--- config.mk ---
export PLATFORM = sky130hd
export DESIGN_NAME = ramx_bank
export DESIGN_NICKNAME = d
export VERILOG_FILES = /design/src/rtl/ramx_pkg.sv /design/src/rtl/ramx_cell_array.sv /design/src/rtl/ramx_bank_decoder.sv /design/src/rtl/ramx_wired_and.sv /design/src/rtl/ramx_bank.sv
export SDC_FILE = /design/constraint.sdc
export NUM_CORES = 1
export LEC_CHECK = 0
export ABC_AREA = 1
export BUFFER_PORTS_ARGS = -buffer_cell sky130_fd_sc_hd__buf_2
export CORE_MARGIN = 2
export CORE_UTILIZATION = 42
export CTS_CLUSTER_DIAMETER = 30
export DETAILED_ROUTE_END_ITERATION = 10
export PLACE_DENSITY = 0.61
export SLEW_MARGIN = 5
export SYNTH_ARGS = -nofsm -noshare
export SYNTH_HDL_FRONTEND = slang
export SYNTH_SLANG_ARGS = --single-unit
export TNS_END_PERCENT = 20
--- constraint.sdc ---
create_clock -name clk -period 1.7 [get_ports clk]
set_input_delay 0.085 -clock clk [delete_from_list [all_inputs] [get_ports clk]]
set_output_delay 0.085 -clock clk [all_outputs]
set_load 0.01 [all_outputs]
--- src/rtl/ramx_pkg.sv ---
package ramx_pkg;
   // Mode code is {V, W}; both strobes are active low.
   typedef enum logic [1:0] {
      MODE_WRITE = 2'b00,
      MODE_READ  = 2'b01,
      MODE_PASS  = 2'b10,
      MODE_STORE = 2'b11
   } ramx_mode_e;

   function automatic ramx_mode_e ramx_mode(input logic v, input logic w);
      return ramx_mode_e'({v, w});
   endfunction
endpackage

--- src/rtl/ramx_cell_array.sv ---
module ramx_cell_array
   import ramx_pkg::*;
#(
   parameter int WORD_W = 4,
   parameter int ADDR_W = 4
) (
   input  logic              clk,
   input  logic              rst_n,
   input  logic              sel_v,
   input  logic              sel_w,
   input  logic [ADDR_W-1:0] addr,
   input  logic [WORD_W-1:0] din,
   output logic [WORD_W-1:0] dout,
   output logic              oe
);
   localparam int DEPTH = 1 << ADDR_W;

   generate
      if (WORD_W < 1 || ADDR_W < 1) begin : g_bad_geom
         $error("ramx_cell_array: WORD_W and ADDR_W must be positive");
      end
   endgenerate

   logic [WORD_W-1:0] cells [DEPTH];
   ramx_mode_e        mode;

   assign mode = ramx_mode(sel_v, sel_w);

   // Level-transparent write modelled as a write on every held cycle.
   always_ff @(posedge clk) begin
      if (mode == MODE_WRITE) cells[addr] <= din;
   end

   always_comb begin
      unique case (mode)
         MODE_READ: begin
            dout = cells[addr];
            oe   = 1'b1;
         end
         MODE_PASS: begin
            dout = din;
            oe   = 1'b1;
         end
         default: begin
            dout = '1;
            oe   = 1'b0;
         end
      endcase
   end

   assert_write_R2: assert property (@(posedge clk) disable iff (!rst_n)
      (mode == MODE_WRITE) |=> (cells[$past(addr)] === $past(din)));

   assert_store_hold_R5: assert property (@(posedge clk) disable iff (!rst_n)
      (mode == MODE_STORE) |=> (cells[$past(addr)] === $past(cells[addr])));

   assert_pass_nowrite_R9: assert property (@(posedge clk) disable iff (!rst_n)
      (mode == MODE_PASS) |=> (cells[$past(addr)] === $past(cells[addr])));
endmodule

--- src/rtl/ramx_bank_decoder.sv ---
module ramx_bank_decoder #(
   parameter int NUM_BANKS = 4,
   parameter int SEL_W     = 2
) (
   input  logic                 clk,
   input  logic                 rst_n,
   input  logic [SEL_W-1:0]     bank_idx,
   input  logic                 v_in,
   input  logic                 w_in,
   output logic [NUM_BANKS-1:0] v_out,
   output logic [NUM_BANKS-1:0] w_out
);
   logic [NUM_BANKS-1:0] active;

   generate
      for (genvar i = 0; i < NUM_BANKS; i++) begin : g_lane
         // An unselected array is forced to the store code {1,1}.
         assign v_out[i]  = (bank_idx == SEL_W'(i)) ? v_in : 1'b1;
         assign w_out[i]  = (bank_idx == SEL_W'(i)) ? w_in : 1'b1;
         assign active[i] = ~(v_out[i] & w_out[i]);
      end
   endgenerate

   assert_one_active_R7: assert property (@(posedge clk) disable iff (!rst_n)
      $onehot0(active));

   assert_others_store_R6: assert property (@(posedge clk) disable iff (!rst_n)
      (v_in & w_in) |-> (active == '0));
endmodule

--- src/rtl/ramx_wired_and.sv ---
module ramx_wired_and #(
   parameter int NUM_BANKS = 4,
   parameter int WORD_W    = 4
) (
   input  logic [NUM_BANKS*WORD_W-1:0] lane_q,
   input  logic [NUM_BANKS-1:0]        lane_oe,
   output logic [WORD_W-1:0]           bus_q,
   output logic                        bus_oe
);
   logic [WORD_W-1:0] chain [NUM_BANKS+1];

   assign chain[0] = '1;

   generate
      for (genvar i = 0; i < NUM_BANKS; i++) begin : g_merge
         // A disabled lane pulls nothing low.
         assign chain[i+1] = chain[i] &
            (lane_oe[i] ? lane_q[i*WORD_W +: WORD_W] : {WORD_W{1'b1}});
      end
   endgenerate

   assign bus_q  = chain[NUM_BANKS];
   assign bus_oe = |lane_oe;
endmodule

--- src/rtl/ramx_bank.sv ---
module ramx_bank #(
   parameter int NUM_BANKS = 4,
   parameter int WORD_W    = 4,
   parameter int LOCAL_AW  = 4,
   localparam int SEL_W    = $clog2(NUM_BANKS),
   localparam int TOTAL_AW = LOCAL_AW + SEL_W
) (
   input  logic                clk,
   input  logic                rst_n,
   input  logic [TOTAL_AW-1:0] bus_addr,
   input  logic [WORD_W-1:0]   bus_din,
   input  logic                ctl_v,
   input  logic                ctl_w,
   output logic [WORD_W-1:0]   bus_q,
   output logic                bus_oe
);
   generate
      if (NUM_BANKS < 2 || (NUM_BANKS & (NUM_BANKS - 1)) != 0) begin : g_bad_banks
         $error("ramx_bank: NUM_BANKS must be a power of two, at least 2");
      end
   endgenerate

   logic [LOCAL_AW-1:0]         local_addr;
   logic [SEL_W-1:0]            bank_idx;
   logic [NUM_BANKS-1:0]        lane_v;
   logic [NUM_BANKS-1:0]        lane_w;
   logic [NUM_BANKS-1:0]        lane_oe;
   logic [NUM_BANKS*WORD_W-1:0] lane_q;

   assign local_addr = bus_addr[LOCAL_AW-1:0];
   assign bank_idx   = bus_addr[TOTAL_AW-1:LOCAL_AW];

   ramx_bank_decoder #(.NUM_BANKS(NUM_BANKS), .SEL_W(SEL_W)) u_dec (
      .clk(clk), .rst_n(rst_n), .bank_idx(bank_idx),
      .v_in(ctl_v), .w_in(ctl_w), .v_out(lane_v), .w_out(lane_w)
   );

   generate
      for (genvar i = 0; i < NUM_BANKS; i++) begin : g_array
         ramx_cell_array #(.WORD_W(WORD_W), .ADDR_W(LOCAL_AW)) u_cells (
            .clk(clk), .rst_n(rst_n),
            .sel_v(lane_v[i]), .sel_w(lane_w[i]),
            .addr(local_addr), .din(bus_din),
            .dout(lane_q[i*WORD_W +: WORD_W]), .oe(lane_oe[i])
         );
      end
   endgenerate

   ramx_wired_and #(.NUM_BANKS(NUM_BANKS), .WORD_W(WORD_W)) u_merge (
      .lane_q(lane_q), .lane_oe(lane_oe), .bus_q(bus_q), .bus_oe(bus_oe)
   );

   assert_idle_ones_R8: assert property (@(posedge clk) disable iff (!rst_n)
      !bus_oe |-> (bus_q == '1));

   assert_pass_through_R4: assert property (@(posedge clk) disable iff (!rst_n)
      (ctl_v && !ctl_w) |-> (bus_oe && bus_q == bus_din));

   assert_store_quiet_R5: assert property (@(posedge clk) disable iff (!rst_n)
      (ctl_v && ctl_w) |-> !bus_oe);
endmodule

==> results.md <==
* Worst Path Required at 1.62 ns
* # DRC at 0
* Initial antenna violation count at 0
* Antenna fix cells at 0
* Worst-path clk slew at 0.05 ns
* Crit start category: flop
* Crit end category: output pin
* Fillers at 2283
* Worst EP arrival at 1.80 ns
* Most frequent cells in the layout: 661 x nand2_1, 256 x edfxtp_1, 77 x buf_4, 72 x nor2_1, 47 x clkbuf_16
* Final HPWL DP at 17.9 mm
* IO Pins at 19
* Max reg flops at 256
* Die area at about 28000 um^2
* Via count at 7957
* Global-route wire length before repair at 42.5 mm
* Max Fclk at between 500 and 600 MHz
* # setup viols final at 4
* Post-synthesis cell type count at 17
* GR Overflow Total at 0
* WS Path Type: flop to output pin
* Top flop regs: g_array.u_cells.cells: 256 flops
* Overall Global Routing Usage at 19.6%
* Setup bufs post-CTS at 0
* Met3 global-route usage at 3.57%
* Routed Antenna Nets at 0
* CTS tree: done
* Mapped Area at around 11000 um^2
* Pins over their slew limit at 0
* Clk buf depth at 3
* Multi-input gate area at 3340 um^2
* CTS Sinks at 256
* Avg Vias per Cell at 4.91
* Number of core rows at roughly 60
* Largest net degree at the start of global routing at 45
* Initial DRT Pass Iterations at 4
* PortBufs at 17
* H-Tree Depth at 2
* Gpl congestion at 0.867
* Detailed Route WL at 27.1 mm
* Run status: finished with violations
* Area delta synth->final at 24.0%
* Worst VDD drop at 0.826 mV
* RSZ-0062 raised after global routing: yes
* Final hold viol count at 0
* Final worst path period need at 1.88 ns
* Register area share after synthesis at 68.4%
* Hold path start: bus_din[3]
* Maxcap violations at 0
* Initial DRC count at 578
* Hold Path Sink: g_array[0].u_cells.cells[10][3]$_DFFE_PP_
* Vias in the first global route at 7782
* GR Util met2 at 32.5%
* Cell taking the most area after synthesis: edfxtp_1
* Gr busiest metal: met2
* Syn Nets at 1171
* Yosys reg bits at 256
* Tightest Pin Transition at 0.502 ns
* Syn_area_per_cell at 9.82 um^2
* Highest net fanout along the worst path at 1
* PnR worst setup slack at -0.180 ns
* Crit. Startpoint: g_array[3].u_cells.cells[7][0]$_DFFE_PP_
* Core box area at 26200 um^2
* Crit share post-route at 111%
* Worst Hold Class: input port to flop
* Failing checks: setup timing
* Largest register by flop count: g_array.u_cells.cells
* Placed Area at roughly 12000 um^2
* Layout net count at 1276
* Clock root buffer: clkbuf_16
* Worst hold stages at 1
* Post-route cell area at 13900 um^2
* Register area at 7690 um^2
* Worst slew margin at 66.5%
* Routed len/inst at about 17 um
* Share of layout cells above drive strength 1 at 16.1%
* WHS at roughly 0.015 ns
* Die X-Extent at 168 um
* Initial core utilization at 42.9%
* Static Leak at roughly 5.8 nW
* Yosys warns at 0
* GR Util met1 at between 20% and 30%
* Share of the synthesized area in the top cell type at 68.4%
* Cts bufs inserted at 45
* Cells after Synth at 1145
* Pwr dens at 1170 nW/um^2
* Die H at 168 um
* Top post-synthesis cells by area: edfxtp_1 68%, nand2_1 23%, nor2_1 2.4%
* Commonest non-fill, non-tap cell in the layout: nand2_1
## routing by layer
| layer | up-vias | wire length, um |
|---|---|---|
| met4 | 0 | 573 |
| li1 | 3949 | - |
| met5 | - | 0 |
| met3 | 47 | 1400 |
| met2 | 199 | 12900 |
| met1 | 3762 | 12200 |
## area by class of cell
| type | instances | share of cell area, % |
|---|---|---|
| repair buffers | 110 | 7.02 |
| clock inverters | 26 | 1.60 |
| well taps | 335 | 3.01 |
| inverters | 20 | 0.547 |
| clock buffers | 58 | 8.73 |
| multi-input cells | 817 | 24.0 |
| flip-flops and latches | 256 | 55.1 |
## report_power, final
group          switching [W]  internal (W)
Sequential        0.00000159       0.00697
Combinational       0.000661      0.000310
Clock                0.00289       0.00550
Total                0.00355        0.0128
## per-stage QoR
| step | total power (W) | setup slack, ns | cells | setup TNS (ns) | utilization, % |
|---|---|---|---|---|---|
| 2_1_floorplan | 0.00757 | 0.243 | 1145 | 0 | - |
| 4_1_cts | 0.0165 | -0.201 | 1622 | -0.719 | 53.0 |
| 5_1_grt | 0.0169 | -0.289 | 1622 | -1.14 | 53.2 |
| 3_3_place_gp | 0.00801 | -0.0319 | 1536 | -0.142 | 47.3 |
| 6_report | 0.0163 | -0.180 | 1622 | -0.682 | 53.2 |
| 3_5_place_dp | 0.00802 | -0.0403 | 1536 | -0.137 | 47.3 |
## cell families after synthesis
family / Yosys count / synth area share, %
simple gates: 773 / 26.1
flops: 256 / 68.4
buf+inv: 72 / 2.77
compound gates: 32 / 1.42
fa+ha+maj: 12 / 1.34
## worst max path at each step
stage | endpoint | slack [ns] | cells after the start
floorplan | g_array[3].u_cells.cells[0][0]$_DFFE_PP_ | 0.24 | 6
global placement | bus_q[1] | -0.03 | 14
CTS | bus_q[2] | -0.20 | 11
global route | bus_q[1] | -0.29 | 11
detailed placement | bus_q[3] | -0.04 | 14
finish | bus_q[0] | -0.18 | 11
## synth_stat cells
cell type and n:
nor3_1 8, ha_1 12, inv_1 18, o21ai_1 12
buf_2 24, inv_2 2, nor2_4 1, nand3_1 12
edfxtp_1 256, a21oi_1 16, nor2_1 73, clkbuf_1 20
buf_1 5, nand4_1 1, nand2_1 678, buf_4 3
o21ai_0 4
## worst max-delay path, cell delays in order (launching register included)
cell      delay, ns
edfxtp_1       0.36
nand2_1        0.07
nand2_1        0.07
nand2_1        0.08
nand2_1        0.06
nand2_1        0.05
nand2_1        0.10
o21ai_2        0.17
nand2_1        0.06
nand2_1        0.08
nor2_2         0.04
buf_2          0.13
## what timing repair did
item / 4_1_cts / 5_1_grt
pin swaps: 11 / 13
setup endpoints to repair: 4 / 4
endpoints found under the hold margin: 4 / 0
hold buffers: 2 / 0
resized for setup: 17 / 17
(Power assumes the default switching activity.)
